[src/rtl/pfbuf_pkg.sv]
package pfbuf_pkg;

    typedef enum logic [2:0] {
        S_IDLE     = 3'd0,
        S_HIT_WR   = 3'd1,
        S_DEM_REQ  = 3'd2,
        S_DEM_WAIT = 3'd3,
        S_PF_CHK   = 3'd4,
        S_PF_REQ   = 3'd5,
        S_PF_WAIT  = 3'd6
    } state_e;

endpackage

[src/rtl/pfbuf_store.sv]
module pfbuf_store #(
    parameter int NENT = 2,
    parameter int AW   = 26,
    parameter int DW   = 64,
    parameter int IW   = 1
) (
    input  logic          clk,
    input  logic          rst_n,
    input  logic [AW-1:0] lk_tag,
    output logic          lk_hit,
    output logic [IW-1:0] lk_idx,
    output logic [DW-1:0] lk_data,
    input  logic [AW-1:0] pk_tag,
    output logic          pk_hit,
    input  logic          wr_en,
    input  logic [AW-1:0] wr_tag,
    input  logic [DW-1:0] wr_data,
    input  logic          inv_en,
    input  logic [IW-1:0] inv_idx
);

    logic [NENT-1:0] vld_q, vld_d;
    logic [AW-1:0]   tag_q  [NENT];
    logic [AW-1:0]   tag_d  [NENT];
    logic [DW-1:0]   data_q [NENT];
    logic [DW-1:0]   data_d [NENT];
    logic [IW-1:0]   ptr_q, ptr_d;

    logic [NENT-1:0] lk_match;
    logic [NENT-1:0] pk_match;

    // one comparator pair per entry, searched in parallel
    for (genvar g = 0; g < NENT; g++) begin : g_cmp
        assign lk_match[g] = vld_q[g] && (tag_q[g] == lk_tag);
        assign pk_match[g] = vld_q[g] && (tag_q[g] == pk_tag);
    end

    assign lk_hit = |lk_match;
    assign pk_hit = |pk_match;

    always_comb begin
        lk_idx  = '0;
        lk_data = '0;
        for (int i = 0; i < NENT; i++) begin
            if (lk_match[i]) begin
                lk_idx  = IW'(i);
                lk_data = data_q[i];
            end
        end
    end

    always_comb begin
        vld_d  = vld_q;
        tag_d  = tag_q;
        data_d = data_q;
        ptr_d  = ptr_q;
        if (inv_en) begin
            vld_d[inv_idx] = 1'b0;
        end
        if (wr_en) begin
            vld_d[ptr_q]  = 1'b1;
            tag_d[ptr_q]  = wr_tag;
            data_d[ptr_q] = wr_data;
            ptr_d = (ptr_q == IW'(NENT - 1)) ? '0 : ptr_q + 1'b1;
        end
    end

    always_ff @(posedge clk or negedge rst_n) begin
        if (!rst_n) begin
            vld_q <= '0;
            ptr_q <= '0;
        end else begin
            vld_q <= vld_d;
            ptr_q <= ptr_d;
        end
    end

    always_ff @(posedge clk) begin
        tag_q  <= tag_d;
        data_q <= data_d;
    end

endmodule

[src/rtl/pfbuf_ctrl.sv]
module pfbuf_ctrl
    import pfbuf_pkg::*;
#(
    parameter int AW = 26,
    parameter int DW = 64,
    parameter int IW = 1
) (
    input  logic          clk,
    input  logic          rst_n,
    input  logic          miss_valid,
    input  logic [AW-1:0] miss_addr,
    output logic          resp_valid,
    output logic          resp_from_buf,
    output logic          fill_valid,
    output logic [AW-1:0] fill_addr,
    output logic [DW-1:0] fill_data,
    output logic          mem_req,
    output logic [AW-1:0] mem_addr,
    input  logic          mem_gnt,
    input  logic          mem_rvalid,
    input  logic [DW-1:0] mem_rdata,
    output logic          probe_valid,
    output logic [AW-1:0] probe_addr,
    input  logic          probe_hit,
    output logic [AW-1:0] lk_tag,
    input  logic          lk_hit,
    input  logic [IW-1:0] lk_idx,
    input  logic [DW-1:0] lk_data,
    output logic [AW-1:0] pk_tag,
    input  logic          pk_hit,
    output logic          wr_en,
    output logic [AW-1:0] wr_tag,
    output logic [DW-1:0] wr_data,
    output logic          inv_en,
    output logic [IW-1:0] inv_idx
);

    typedef struct packed {
        state_e        st;
        logic [AW-1:0] addr;
        logic [AW-1:0] pf_addr;
        logic [IW-1:0] hit_idx;
        logic [DW-1:0] hit_data;
    } ctrl_t;

    ctrl_t r_q, r_d;

    always_comb begin
        r_d           = r_q;
        resp_valid    = 1'b0;
        resp_from_buf = 1'b0;
        fill_valid    = 1'b0;
        fill_addr     = r_q.addr;
        fill_data     = r_q.hit_data;
        mem_req       = 1'b0;
        mem_addr      = r_q.addr;
        probe_valid   = 1'b0;
        probe_addr    = r_q.pf_addr;
        lk_tag        = miss_addr;
        pk_tag        = r_q.pf_addr;
        wr_en         = 1'b0;
        wr_tag        = r_q.pf_addr;
        wr_data       = mem_rdata;
        inv_en        = 1'b0;
        inv_idx       = r_q.hit_idx;

        unique case (r_q.st)
            S_IDLE: begin
                if (miss_valid) begin
                    r_d.addr     = miss_addr;
                    r_d.pf_addr  = miss_addr + AW'(1);
                    r_d.hit_idx  = lk_idx;
                    r_d.hit_data = lk_data;
                    r_d.st       = lk_hit ? S_HIT_WR : S_DEM_REQ;
                end
            end
            S_HIT_WR: begin
                // the single extra cycle: write the buffered block into the cache
                fill_valid    = 1'b1;
                resp_valid    = 1'b1;
                resp_from_buf = 1'b1;
                inv_en        = 1'b1;
                r_d.st        = S_PF_CHK;
            end
            S_DEM_REQ: begin
                mem_req = 1'b1;
                if (mem_gnt) begin
                    r_d.st = S_DEM_WAIT;
                end
            end
            S_DEM_WAIT: begin
                fill_data = mem_rdata;
                if (mem_rvalid) begin
                    fill_valid = 1'b1;
                    resp_valid = 1'b1;
                    r_d.st     = S_PF_CHK;
                end
            end
            S_PF_CHK: begin
                probe_valid = 1'b1;
                if (miss_valid || probe_hit || pk_hit) begin
                    r_d.st = S_IDLE;
                end else begin
                    r_d.st = S_PF_REQ;
                end
            end
            S_PF_REQ: begin
                mem_addr = r_q.pf_addr;
                if (miss_valid) begin
                    r_d.st = S_IDLE;
                end else begin
                    mem_req = 1'b1;
                    if (mem_gnt) begin
                        r_d.st = S_PF_WAIT;
                    end
                end
            end
            S_PF_WAIT: begin
                mem_addr = r_q.pf_addr;
                if (mem_rvalid) begin
                    wr_en  = 1'b1;
                    r_d.st = S_IDLE;
                end
            end
            default: r_d.st = S_IDLE;
        endcase
    end

    always_ff @(posedge clk or negedge rst_n) begin
        if (!rst_n) begin
            r_q <= '0;
        end else begin
            r_q <= r_d;
        end
    end

endmodule

[src/rtl/prefetch_buffer.sv]
module prefetch_buffer #(
    parameter int AW   = 26,
    parameter int DW   = 64,
    parameter int NENT = 2
) (
    input  logic          clk,
    input  logic          rst_n,
    input  logic          miss_valid,
    input  logic [AW-1:0] miss_addr,
    output logic          resp_valid,
    output logic          resp_from_buf,
    output logic          fill_valid,
    output logic [AW-1:0] fill_addr,
    output logic [DW-1:0] fill_data,
    output logic          mem_req,
    output logic [AW-1:0] mem_addr,
    input  logic          mem_gnt,
    input  logic          mem_rvalid,
    input  logic [DW-1:0] mem_rdata,
    output logic          probe_valid,
    output logic [AW-1:0] probe_addr,
    input  logic          probe_hit
);

    localparam int IW = (NENT > 1) ? $clog2(NENT) : 1;

    logic [AW-1:0] lk_tag;
    logic          lk_hit;
    logic [IW-1:0] lk_idx;
    logic [DW-1:0] lk_data;
    logic [AW-1:0] pk_tag;
    logic          pk_hit;
    logic          wr_en;
    logic [AW-1:0] wr_tag;
    logic [DW-1:0] wr_data;
    logic          inv_en;
    logic [IW-1:0] inv_idx;

    pfbuf_ctrl #(.AW(AW), .DW(DW), .IW(IW)) u_ctrl (
        .clk           (clk),
        .rst_n         (rst_n),
        .miss_valid    (miss_valid),
        .miss_addr     (miss_addr),
        .resp_valid    (resp_valid),
        .resp_from_buf (resp_from_buf),
        .fill_valid    (fill_valid),
        .fill_addr     (fill_addr),
        .fill_data     (fill_data),
        .mem_req       (mem_req),
        .mem_addr      (mem_addr),
        .mem_gnt       (mem_gnt),
        .mem_rvalid    (mem_rvalid),
        .mem_rdata     (mem_rdata),
        .probe_valid   (probe_valid),
        .probe_addr    (probe_addr),
        .probe_hit     (probe_hit),
        .lk_tag        (lk_tag),
        .lk_hit        (lk_hit),
        .lk_idx        (lk_idx),
        .lk_data       (lk_data),
        .pk_tag        (pk_tag),
        .pk_hit        (pk_hit),
        .wr_en         (wr_en),
        .wr_tag        (wr_tag),
        .wr_data       (wr_data),
        .inv_en        (inv_en),
        .inv_idx       (inv_idx)
    );

    pfbuf_store #(.NENT(NENT), .AW(AW), .DW(DW), .IW(IW)) u_store (
        .clk     (clk),
        .rst_n   (rst_n),
        .lk_tag  (lk_tag),
        .lk_hit  (lk_hit),
        .lk_idx  (lk_idx),
        .lk_data (lk_data),
        .pk_tag  (pk_tag),
        .pk_hit  (pk_hit),
        .wr_en   (wr_en),
        .wr_tag  (wr_tag),
        .wr_data (wr_data),
        .inv_en  (inv_en),
        .inv_idx (inv_idx)
    );

endmodule

[config.mk]
export PLATFORM = sky130hd
export DESIGN_NAME = prefetch_buffer
export DESIGN_NICKNAME = d
export VERILOG_FILES = /design/src/rtl/pfbuf_pkg.sv /design/src/rtl/pfbuf_store.sv /design/src/rtl/pfbuf_ctrl.sv /design/src/rtl/prefetch_buffer.sv
export SDC_FILE = /design/constraint.sdc
export NUM_CORES = 1
export LEC_CHECK = 0
export ABC_AREA = 1
export ABC_CLOCK_PERIOD_IN_PS = 13900
export BUFFER_PORTS_ARGS = -buffer_cell sky130_fd_sc_hd__buf_4
export CORE_MARGIN = 2
export CORE_UTILIZATION = 35
export DETAILED_ROUTE_END_ITERATION = 6
export GPL_ROUTABILITY_DRIVEN = 0
export PLACE_DENSITY_LB_ADDON = 0.05
export SYNTH_ARGS = -nofsm -noshare
export SYNTH_HDL_FRONTEND = slang
export SYNTH_SLANG_ARGS = --single-unit
[constraint.sdc]
create_clock -name clk -period 13.9 [get_ports clk]
set_clock_uncertainty 0.05 [all_clocks]
set_input_delay 2.085 -clock clk [delete_from_list [all_inputs] [get_ports clk]]
set_output_delay 2.085 -clock clk [all_outputs]
set_load 0.01 [all_outputs]
==> results.sh, run 1 <==
export IMPL_synthFlopType="edfxtp_1"
export IMPL_ys_seq_area_share_pct=57.25
export IMPL_outcome="complete, no violations"
export IMPL_htree_levels=2
export IMPL_ys_async_sr_fraction_pct=40.59
export IMPL_hold_start="u_store.data_q[73]"
export IMPL_synthesis_nets=1740
export IMPL_synth_seq_cells=303
export IMPL_grt_pass1_vias=10890
export IMPL_die_height_um=209.8
export IMPL_fin_crit_sh_pct=36.74
export IMPL_synth_area_top_cells="edfxtp_1 (36%), dfrtp_1 (21%), nand2_1 (9.8%), inv_1 (6.0%), o21ai_0 (5.6%)"
export IMPL_final_cell_mix="nand2_1 (384), buf_4 (252), inv_1 (238), edfxtp_1 (180), o21ai_0 (167)"
export IMPL_initialDrtViolationCount=552
export IMPL_die_area_um2=44000
export IMPL_synthCells=1643
export IMPL_setup_violations_final=0
export IMPL_row_count=75
export IMPL_hold_buffers=0
export IMPL_synth_top_area_share_pct=36.48
export IMPL_overflow=0
export IMPL_path_class="reg -> out"
export IMPL_syn_avg_cell_area_um2=9.019
export IMPL_clock_sinks=303
export IMPL_cts_setup_buffers=0
export IMPL_drc=0
export IMPL_drv_cap=0
export IMPL_via_count=11130
export IMPL_syn_cell_area_um2=14820
export IMPL_cts_resized=0
export IMPL_rr_startpoint="u_store.tag_q[13]"
export IMPL_hold_viol=0
export IMPL_die_w_um=209.8
export IMPL_antenna_found_initial=2
export IMPL_clock_latency_ns=0.54
export IMPL_track_usage_pct=19.06
export IMPL_worstPathMaxFanout=110
export IMPL_fin_nets=1908
export IMPL_period_needed_ns=5.107
export IMPL_worstPathArrival_ns=2.97
export IMPL_synth_distinct_cells=39
export IMPL_irDropWorstVdd_mv=0.1138
export IMPL_grt_pass1_wl_mm=64.01
export IMPL_grt_max_degree=199
export IMPL_cts_buffers=38
export IMPL_dr_pass1_iters=5
export IMPL_yosys_warnings=0
export IMPL_final_common_cell="nand2_1"
export IMPL_final_max_slew_viol_count=0
export IMPL_p_leak_nw=7.792
export IMPL_p_per_area_nw_per_um2=167.7
export IMPL_endpoint_kind="output pin"
export IMPL_area_delta_synth_final_pct=20.68
export IMPL_path_clk_slew_ns=0.06
export IMPL_drive_above_1_share_pct=17.83
export IMPL_clk_path_buf_depth=3
export IMPL_hp_class="reg -> reg"
export IMPL_synth_largest_area_cell="edfxtp_1"
export IMPL_cts_tree="done"
export IMPL_initial_utilization_pct=35.41
export IMPL_slew_headroom_pct=28.63
export IMPL_hold_slack_ns=0.4202
export IMPL_crit_path_start_kind="flip-flop"
export IMPL_io_pins=243
export IMPL_cp_data_required_time_ns=11.77
export IMPL_synth_edf_count=180
export IMPL_rsz0062_at_grt="false"
export IMPL_routed_via_density=4.675
export IMPL_core_area_um2=41850
export IMPL_portBuffers=242
export IMPL_max_clock_freq_mhz=195.8
export IMPL_tightest_slew_ns=1.071
export IMPL_tns_ns=0
export IMPL_ctsRootBufferMaster="clkbuf_16"
export IMPL_hpwl_mm=27.68
export IMPL_routed_wl_mm=41.64
export IMPL_ant_nets=0
export IMPL_crit_start="u_ctrl.r_q[117]"
export IMPL_wl_per_cell_um=17.49
export IMPL_final_util_pct=42.73
[Yosys cell counts (6+ instances only)]
| cell type | instances |
|---|---|
| nand2_1 | 385 |
| nor2_1 | 68 |
| or2_0 | 49 |
| o21a_1 | 6 |
| buf_4 | 56 |
| xor2_1 | 7 |
| buf_6 | 6 |
| xnor2_1 | 39 |
| buf_2 | 29 |
| edfxtp_1 | 180 |
| o221ai_1 | 11 |
| inv_1 | 238 |
| o21ai_0 | 167 |
| o21ai_1 | 52 |
| dfrtp_1 | 123 |
| nor3_1 | 6 |
| inv_2 | 11 |
| nand4_1 | 14 |
| a21oi_1 | 12 |
| clkbuf_1 | 31 |
| o22ai_1 | 7 |
| nand3_1 | 114 |
[path summary, 6_finish.rpt]
kind	end	slack, ns	depth (start not counted)
hold reg to reg	u_ctrl.r_q[9]	0.42	2
min in group asynchronous	u_ctrl.fill_addr[8]	1.54	1
setup / recovery	fill_data[14]	8.79	8
hold / removal	u_ctrl.r_q[9]	0.42	2
max in group asynchronous	u_ctrl.r_q[62]	11.03	2
setup reg to reg	u_ctrl.r_q[7]	10.52	14
[per-layer routing]
metal	vias up	GRT usage, %	share of wire, %
met5	-	0	0
met4	0	6.530	2.2
met3	55	3.741	5.2
met2	248	31.08	48
met1	5235	25.43	45
li1	5593	-	-
[cell type report]
cell class | count | area [um2]
multi-input combinational | 961 | 4638
antenna | 2 | 5.005
fill | 4202 | 23970
clock buffer | 57 | 1074
sequential | 303 | 8483
clock inverter | 12 | 133.9
tap | 539 | 674.4
inverter | 253 | 950.9
timing repair buffer | 254 | 1923
[per-stage QoR]
stage	std cells	power, W	area (um2)	setup WS (ns)
floorplan	1643	0.001728	14820	7.205
global placement	2310	0.002068	16670	8.827
detailed placement	2310	0.002070	16670	8.732
CTS	2379	0.003052	17880	8.708
global route	2381	0.003186	17880	8.483
finish	2381	0.002998	17880	8.793
[kinds of logic (layout without fill, tap and decap cells)]
kind of cell / after synthesis / after routing / share of synthesized area (%)
other cells: 0 / 2 / 0
buf+inv: 379 / 576 / 11.60
simple gates: 651 / 651 / 18.89
compound gates: 263 / 263 / 9.457
fa+ha+maj: 1 / 1 / 0.08442
xor+xnor: 46 / 46 / 2.719
flops: 303 / 303 / 57.25
[sequential cells by signal, summed over array words and instances, names as in the netlist]
register,cells
u_ctrl.r_q,67
u_store.tag_q,52
u_store.ptr_q,1
u_ctrl.inv_idx,1
u_store.data_q,128
u_ctrl.fill_addr,26
u_store.vld_q,2
u_ctrl.pk_tag,26
[worst max-delay path: stages, from the launching register on]
cell	delay [ns]
dfrtp_1	0.40
inv_1	0.07
nor2_1	0.16
nand2_1	0.07
buf_4	0.19
clkinv_2	0.11
buf_4	0.76
o21ai_0	0.34
buf_4	0.24
[report_power, final]
| part | switching [W] | internal, W | total (W) |
|---|---|---|---|
| sequential | 0.000129 | 0.00108 | 0.00121 |
| combinational | 0.000483 | 0.000336 | 0.000820 |
| clock | 0.000376 | 0.000589 | 0.000964 |
| total | 0.000988 | 0.00201 | 0.00300 |
No activity file was read; power rests on OpenSTA's default activity.
==> run 2: changes to the inputs <==
- ABC_AREA: 1 -> 0
- ABC_CLOCK_PERIOD_IN_PS: 13900 -> 4400
- clock period: 13.9 -> 4.4 ns (I/O delays scaled with it)
==> run 2 against run 1 <==
  * Global-route usage decreased by 1.0 points
  * Register-to-register slack got worse by 9.0 ns
  * Critical path depth decreased by 4
  * Critical endpoint is now fill_data[48]
  * Largest power group unchanged
==> results.sh, run 2 <==
export IMPL_row_count=73
export IMPL_synthFlopType="edfxtp_1"
export IMPL_synthSimpleGateAreaFrac_pct=8.228
export IMPL_setup_violations_final=0
export IMPL_crit_chain="nand3b_1 -> buf_4 -> mux2_2 -> buf_4"
export IMPL_yosys_warnings=0
export IMPL_stdcell_count=1827
export IMPL_core_area_um2=39910
export IMPL_largest_register_ff_count=128
export IMPL_cts_tree="done"
export IMPL_ys_seq_area_share_pct=59.54
export IMPL_hold_buffers=0
export IMPL_endpoint_kind="output pin"
export IMPL_synth_top_area_share_pct=37.93
export IMPL_via_count=8786
export IMPL_hp_class="in -> async"
export IMPL_drv_cap=0
export IMPL_r2r_end="u_ctrl.r_q[38]"
export IMPL_routed_via_density=4.809
export IMPL_p_per_area_nw_per_um2=646.8
export IMPL_wl_per_cell_um=20.80
export IMPL_synthAdderAreaFrac_pct=0.08781
export IMPL_synth_common_cells="edfxtp_1 (180), dfrtp_1 (123), nand2_1 (110)"
export IMPL_synth_distinct_cells=44
export IMPL_io_pins=243
export IMPL_syn_cell_area_um2=14250
export IMPL_tightest_slew_ns=0.9412
export IMPL_rr_startpoint="u_store.tag_q[9]"
export IMPL_r2r_cells=7
export IMPL_worstPathMaxFanout=17
export IMPL_die_area_um2=42340
export IMPL_rrSetupSlack_ns=1.57
export IMPL_ys_async_sr_fraction_pct=40.59
export IMPL_synth_top_family_by_area="compound AO/OA/AOI/OAI gates"
export IMPL_path_class="reg -> out"
export IMPL_final_cell_mix="buf_4 (257), edfxtp_1 (180), dfrtp_1 (123), nand2_1 (110), mux2_2 (91)"
export IMPL_crit_path_max_incr_delay_ns=0.77
export IMPL_synth_compound_area_share_pct=11.20
export IMPL_fin_crit_sh_pct=82.80
export IMPL_final_util_pct=43.68
export IMPL_placedCellCount=1759
export IMPL_grt_pass1_vias=8774
export IMPL_htree_levels=2
export IMPL_crit_path_frequent_cell="buf_4"
export IMPL_path_buf_inv=2
export IMPL_synth_largest_area_cell="edfxtp_1"
export IMPL_routed_wl_mm=38.00
export IMPL_synthXorXnorAreaFrac_pct=8.149
export IMPL_grt_pass1_wl_mm=56.87
export IMPL_final_common_cell="buf_4"
export IMPL_yosysMostFrequentCell="edfxtp_1"
export IMPL_cts_buffers=37
export IMPL_overflow=0
export IMPL_clock_sinks=303
export IMPL_tns_ns=0
export IMPL_antenna_found_initial=0
export IMPL_track_usage_pct=18.02
export IMPL_hpwl_mm=25.95
export IMPL_p_leak_nw=6.617
export IMPL_synth_seq_cells=303
export IMPL_path_clk_slew_ns=0.06
export IMPL_fin_nets=1370
export IMPL_fin_area_um2=17430
export IMPL_cts_setup_buffers=0
export IMPL_clock_latency_ns=0.52
export IMPL_portBuffers=242
export IMPL_final_max_slew_viol_count=0
export IMPL_largest_register="u_store.data_q"
export IMPL_period_needed_ns=3.643
export IMPL_hold_viol=0
export IMPL_drive_above_1_share_pct=41.55
export IMPL_syn_avg_cell_area_um2=13.04
export IMPL_area_delta_synth_final_pct=22.35
export IMPL_cts_resized=0
export IMPL_critPathSlowestCell="nand3b_1"
export IMPL_largestRegisters="u_store.data_q: 128 flops, u_ctrl.r_q: 67 flops, u_store.tag_q: 52 flops"
export IMPL_slew_headroom_pct=37.06
export IMPL_clk_path_buf_depth=3
export IMPL_die_w_um=205.8
export IMPL_cp_top_family="simple AND/OR/NAND/NOR gates"
export IMPL_grt_max_degree=75
export IMPL_cp_data_required_time_ns=3.69
export IMPL_initial_utilization_pct=35.70
export IMPL_dr_pass1_iters=4
export IMPL_rsz0062_at_grt="false"
export IMPL_crit_start="u_ctrl.r_q[118]"
export IMPL_n_antenna_cell=0
export IMPL_max_clock_freq_mhz=274.5
export IMPL_place_ws_ns=1.185
export IMPL_synth_area_top_cells="edfxtp_1 (38%), dfrtp_1 (22%), mux2_2 (7.2%), a22oi_2 (5.3%), xnor2_1 (5.2%)"
export IMPL_drc=0
export IMPL_ctsRootBufferMaster="clkbuf_16"
export IMPL_die_height_um=205.8
export IMPL_irDropWorstVdd_mv=0.2868
export IMPL_synthesis_nets=1190
export IMPL_muxShareOfSynthArea_pct=7.262
export IMPL_initialDrtViolationCount=369
export IMPL_crit_path_start_kind="flip-flop"
export IMPL_synthCells=1093
export IMPL_layout_setup_ws_ns=0.7569
export IMPL_ant_nets=0
export IMPL_worstPathArrival_ns=2.93
export IMPL_synth_edf_count=180
export IMPL_dpl_cell_area_um2=16210
export IMPL_outcome="complete, no violations"
-- run 2: cell types whose count changed in the layout (fill, tap and decap cells not counted), sizes merged, moves of 9 or more --
cell    before  now
inv        249    9
a21oi       12   68
nor4         1   11
nand2      387  110
mux2         0   91
a22oi        1   64
nand3      114   11
xor2         7   43
nand4       14   24
xnor2       39   87
o21ai      220   33
o221ai      11    0
or2         55    3
buf        254  263
-- run 2: worst max path at each step --
stage,end,depth (start not counted)
global route,fill_data[7],4
detailed placement,u_ctrl.r_q[35],8
global placement,u_ctrl.r_q[33],8
floorplan,u_store.data_q[0],4
CTS,fill_data[7],4
finish,fill_data[48],4
-- run 2: logic make-up after synthesis --
kind of cell	count (synthesis)
AND/OR/NAND/NOR	263
XOR/XNOR	130
flip-flops	303
multiplexers	92
buffers and inverters	130
AO/OA/AOI/OAI	174
adder cells (fa/ha/maj)	1
-- run 2: per-stage QoR --
step	power, W	hold WS [ns]
2_1_floorplan	0.006704	0.3144
3_3_place_gp	0.008341	0.4288
3_5_place_dp	0.008376	0.4429
4_1_cts	0.01147	0.1944
5_1_grt	0.01198	0.1976
6_report	0.01127	0.1292
-- run 2: power breakdown --
part / internal [W] / switching, W
clock network: 0.00186 / 0.00118
registers: 0.00373 / 0.000683
logic: 0.00194 / 0.00188
total: 0.00753 / 0.00375
-- run 2: cell type report --
type / count / area (um2)
fillers: 3744 / 22480
flip-flops and latches: 303 / 8483
multi-input cells: 660 / 5001
repair buffers: 263 / 2041
clock buffers: 56 / 1110
well taps: 525 / 656.9
clock inverters: 12 / 111.4
inverters: 8 / 30.03
-- run 2: metal layers --
layer	GRT usage, %	up-vias	wire length [um]	part of all wire, %
met3	3.152	46	1899	5.0
met2	28.91	217	17780	47
met5	0	-	0	0
li1	-	4210	-	-
met4	3.980	0	662	1.7
met1	25.52	4313	17650	46
==> run 3: changes to the inputs <==
- ABC_CLOCK_PERIOD_IN_PS: 4400 -> 3120
- clock period: 4.4 -> 3.12 ns (I/O delays scaled with it)
==> run 3 against run 2 <==
  * Sequential cell count did not move
  * Worst hold slack worse by 0.049 ns
  * Non-clock buffer count rose by 17
  * Setup slack worse by 0.44 ns
  * Cell count rose by 0.82%
  * Utilization up 0.45 points
  * First-iteration DRC count increased by 19%
  * Critical endpoint is now fill_data[43]
  * Largest power group unchanged
  * Highest routed layer unchanged
==> results.sh, run 3 (synthesis results as in run 2) <==
export IMPL_dr_pass1_iters=4
export IMPL_cts_buffers=36
export IMPL_path_buf_inv=2
export IMPL_irDropWorstVdd_mv=0.3857
export IMPL_drv_cap=0
export IMPL_p_sw_share_pct=33.30
export IMPL_worstPathMaxFanout=64
export IMPL_clock_latency_ns=0.53
export IMPL_internal_power_w=0.01060
export IMPL_drc=0
export IMPL_routed_wl_mm=37.87
export IMPL_htree_levels=2
export IMPL_hold_start="mem_rdata[27]"
export IMPL_clk_path_buf_depth=3
export IMPL_largest_register_ff_count=128
export IMPL_die_w_um=205.8
export IMPL_power_frac_comb_pct=35.2
export IMPL_final_util_pct=44.12
export IMPL_endpoint_kind="output pin"
export IMPL_tightest_slew_ns=0.6764
export IMPL_rrSetupSlack_ns=0.66
export IMPL_rsz0062_at_grt="false"
export IMPL_row_count=73
export IMPL_path_clk_slew_ns=0.06
export IMPL_largest_register="u_store.data_q"
export IMPL_clock_sinks=303
export IMPL_grt_pass1_wl_mm=55.99
export IMPL_largestRegisters="u_store.data_q: 128 flops, u_ctrl.r_q: 67 flops, u_store.tag_q: 52 flops"
export IMPL_fin_nets=1386
export IMPL_cp_top_family="flip-flops"
export IMPL_fin_crit_sh_pct=89.70
export IMPL_holdPathEnd="u_store.data_q[27]"
export IMPL_overflow=0
export IMPL_core_area_um2=39910
export IMPL_setup_violations_final=0
export IMPL_n_antenna_cell=0
export IMPL_slew_headroom_pct=54.91
export IMPL_crit_chain="nand3b_1 -> buf_12 -> mux2_2 -> buf_4"
export IMPL_initial_utilization_pct=35.70
export IMPL_grt_max_degree=65
export IMPL_hold_buffers=1
export IMPL_cts_setup_buffers=0
export IMPL_cp_depth=4
export IMPL_placedCellCount=1775
export IMPL_critPathSlowestCell="dfrtp_1"
export IMPL_track_usage_pct=17.80
export IMPL_rr_startpoint="u_store.tag_q[38]"
export IMPL_hold_viol=0
export IMPL_cts_tree="done"
export IMPL_crit_path_max_incr_delay_ns=0.54
export IMPL_via_count=8756
export IMPL_seq_power_share_pct=38.4
export IMPL_hold_slack_ns=0.08035
export IMPL_drive_above_1_share_pct=42.14
export IMPL_p_leak_nw=6.702
export IMPL_path_class="reg -> out"
export IMPL_outcome="complete, no violations"
export IMPL_period_needed_ns=2.799
export IMPL_hpwl_mm=25.58
export IMPL_die_height_um=205.8
export IMPL_final_max_slew_viol_count=0
export IMPL_portBuffers=242
export IMPL_ctsRootBufferMaster="clkbuf_16"
export IMPL_dpl_cell_area_um2=16420
export IMPL_grt_pass1_vias=8677
export IMPL_max_clock_freq_mhz=357.3
export IMPL_cts_resized=0
export IMPL_ant_nets=0
export IMPL_hp_class="in -> reg"
export IMPL_antenna_found_initial=0
export IMPL_power_switching_w=0.005295
export IMPL_die_area_um2=42340
export IMPL_p_clk_share_pct=26.5
export IMPL_wl_per_cell_um=20.56
export IMPL_worstPathArrival_ns=2.28
export IMPL_min_path_cells=1
export IMPL_r2r_cells=7
export IMPL_initialDrtViolationCount=438
export IMPL_final_cell_mix="buf_4 (266), edfxtp_1 (180), dfrtp_1 (123), nand2_1 (110), mux2_2 (91)"
export IMPL_cp_data_required_time_ns=2.60
export IMPL_area_delta_synth_final_pct=23.60
export IMPL_r2r_end="u_ctrl.r_q[0]"
export IMPL_routed_via_density=4.754
export IMPL_stdcell_count=1842
export IMPL_fin_area_um2=17610
export IMPL_io_pins=243
export IMPL_final_common_cell="buf_4"
export IMPL_p_per_area_nw_per_um2=902.7
export IMPL_crit_path_start_kind="flip-flop"
## run 3: metrics by stage
step / TNS, ns / total power (W) / setup WS [ns]
CTS: 0 / 0.01616 / 0.2889
floorplan: -145.94 / 0.009455 / -0.8176
global placement: 0 / 0.01183 / 0.4597
global route: 0 / 0.01685 / 0.2085
finish: 0 / 0.01590 / 0.3213
detailed placement: 0 / 0.01187 / 0.4707
## run 3: final cells by class
type,instances,area (um2)
Sequential cell,303,8483
Timing Repair Buffer,280,2258
Inverter,8,30.03
Multi-Input combinational cell,660,5001
Fill cell,3723,22300
Clock buffer,56,1067
Clock inverter,10,115.1
Tap cell,525,656.9
## run 3: how the worst max path moves through the flow
stage	from	endpoint	slack, ns
floorplan	u_ctrl.r_q[118]	u_store.data_q[0]	-0.82
global placement	miss_addr[6]	u_ctrl.r_q[3]	0.46
detailed placement	miss_addr[12]	u_ctrl.r_q[3]	0.47
CTS	u_ctrl.r_q[119]	fill_data[17]	0.29
global route	u_ctrl.r_q[119]	fill_data[17]	0.21
finish	u_ctrl.r_q[119]	fill_data[43]	0.32
## run 3: power by group through the flow
| stage | sequential, W | clock (W) | combinational, W |
|---|---|---|---|
| 2_1_floorplan | 0.00587 | 0 | 0.00359 |
| 3_3_place_gp | 0.00616 | 0 | 0.00567 |
| 3_5_place_dp | 0.00617 | 0 | 0.00570 |
| 4_1_cts | 0.00611 | 0.00433 | 0.00571 |
| 5_1_grt | 0.00624 | 0.00449 | 0.00612 |
| 6_report | 0.00610 | 0.00421 | 0.00560 |
## run 3: metal layers
layer  global-route usage (%)  part of all wire [%]  vias to the layer above
met5                        0                     0                        -
met4                    4.388                   1.6                        0
met3                    3.611                   5.1                       40
met2                    27.97                    46                      197
met1                    25.20                    47                     4293
li1                         -                     -                     4226
## run 3: worst register-to-register path, stage by stage (launching register included)
cell      delay, ns
edfxtp_1       0.42
xnor2_1        0.31
nand4_1        0.13
or4_4          0.51
a211oi_4       0.37
buf_12         0.30
a22oi_1        0.13
a21oi_1        0.16
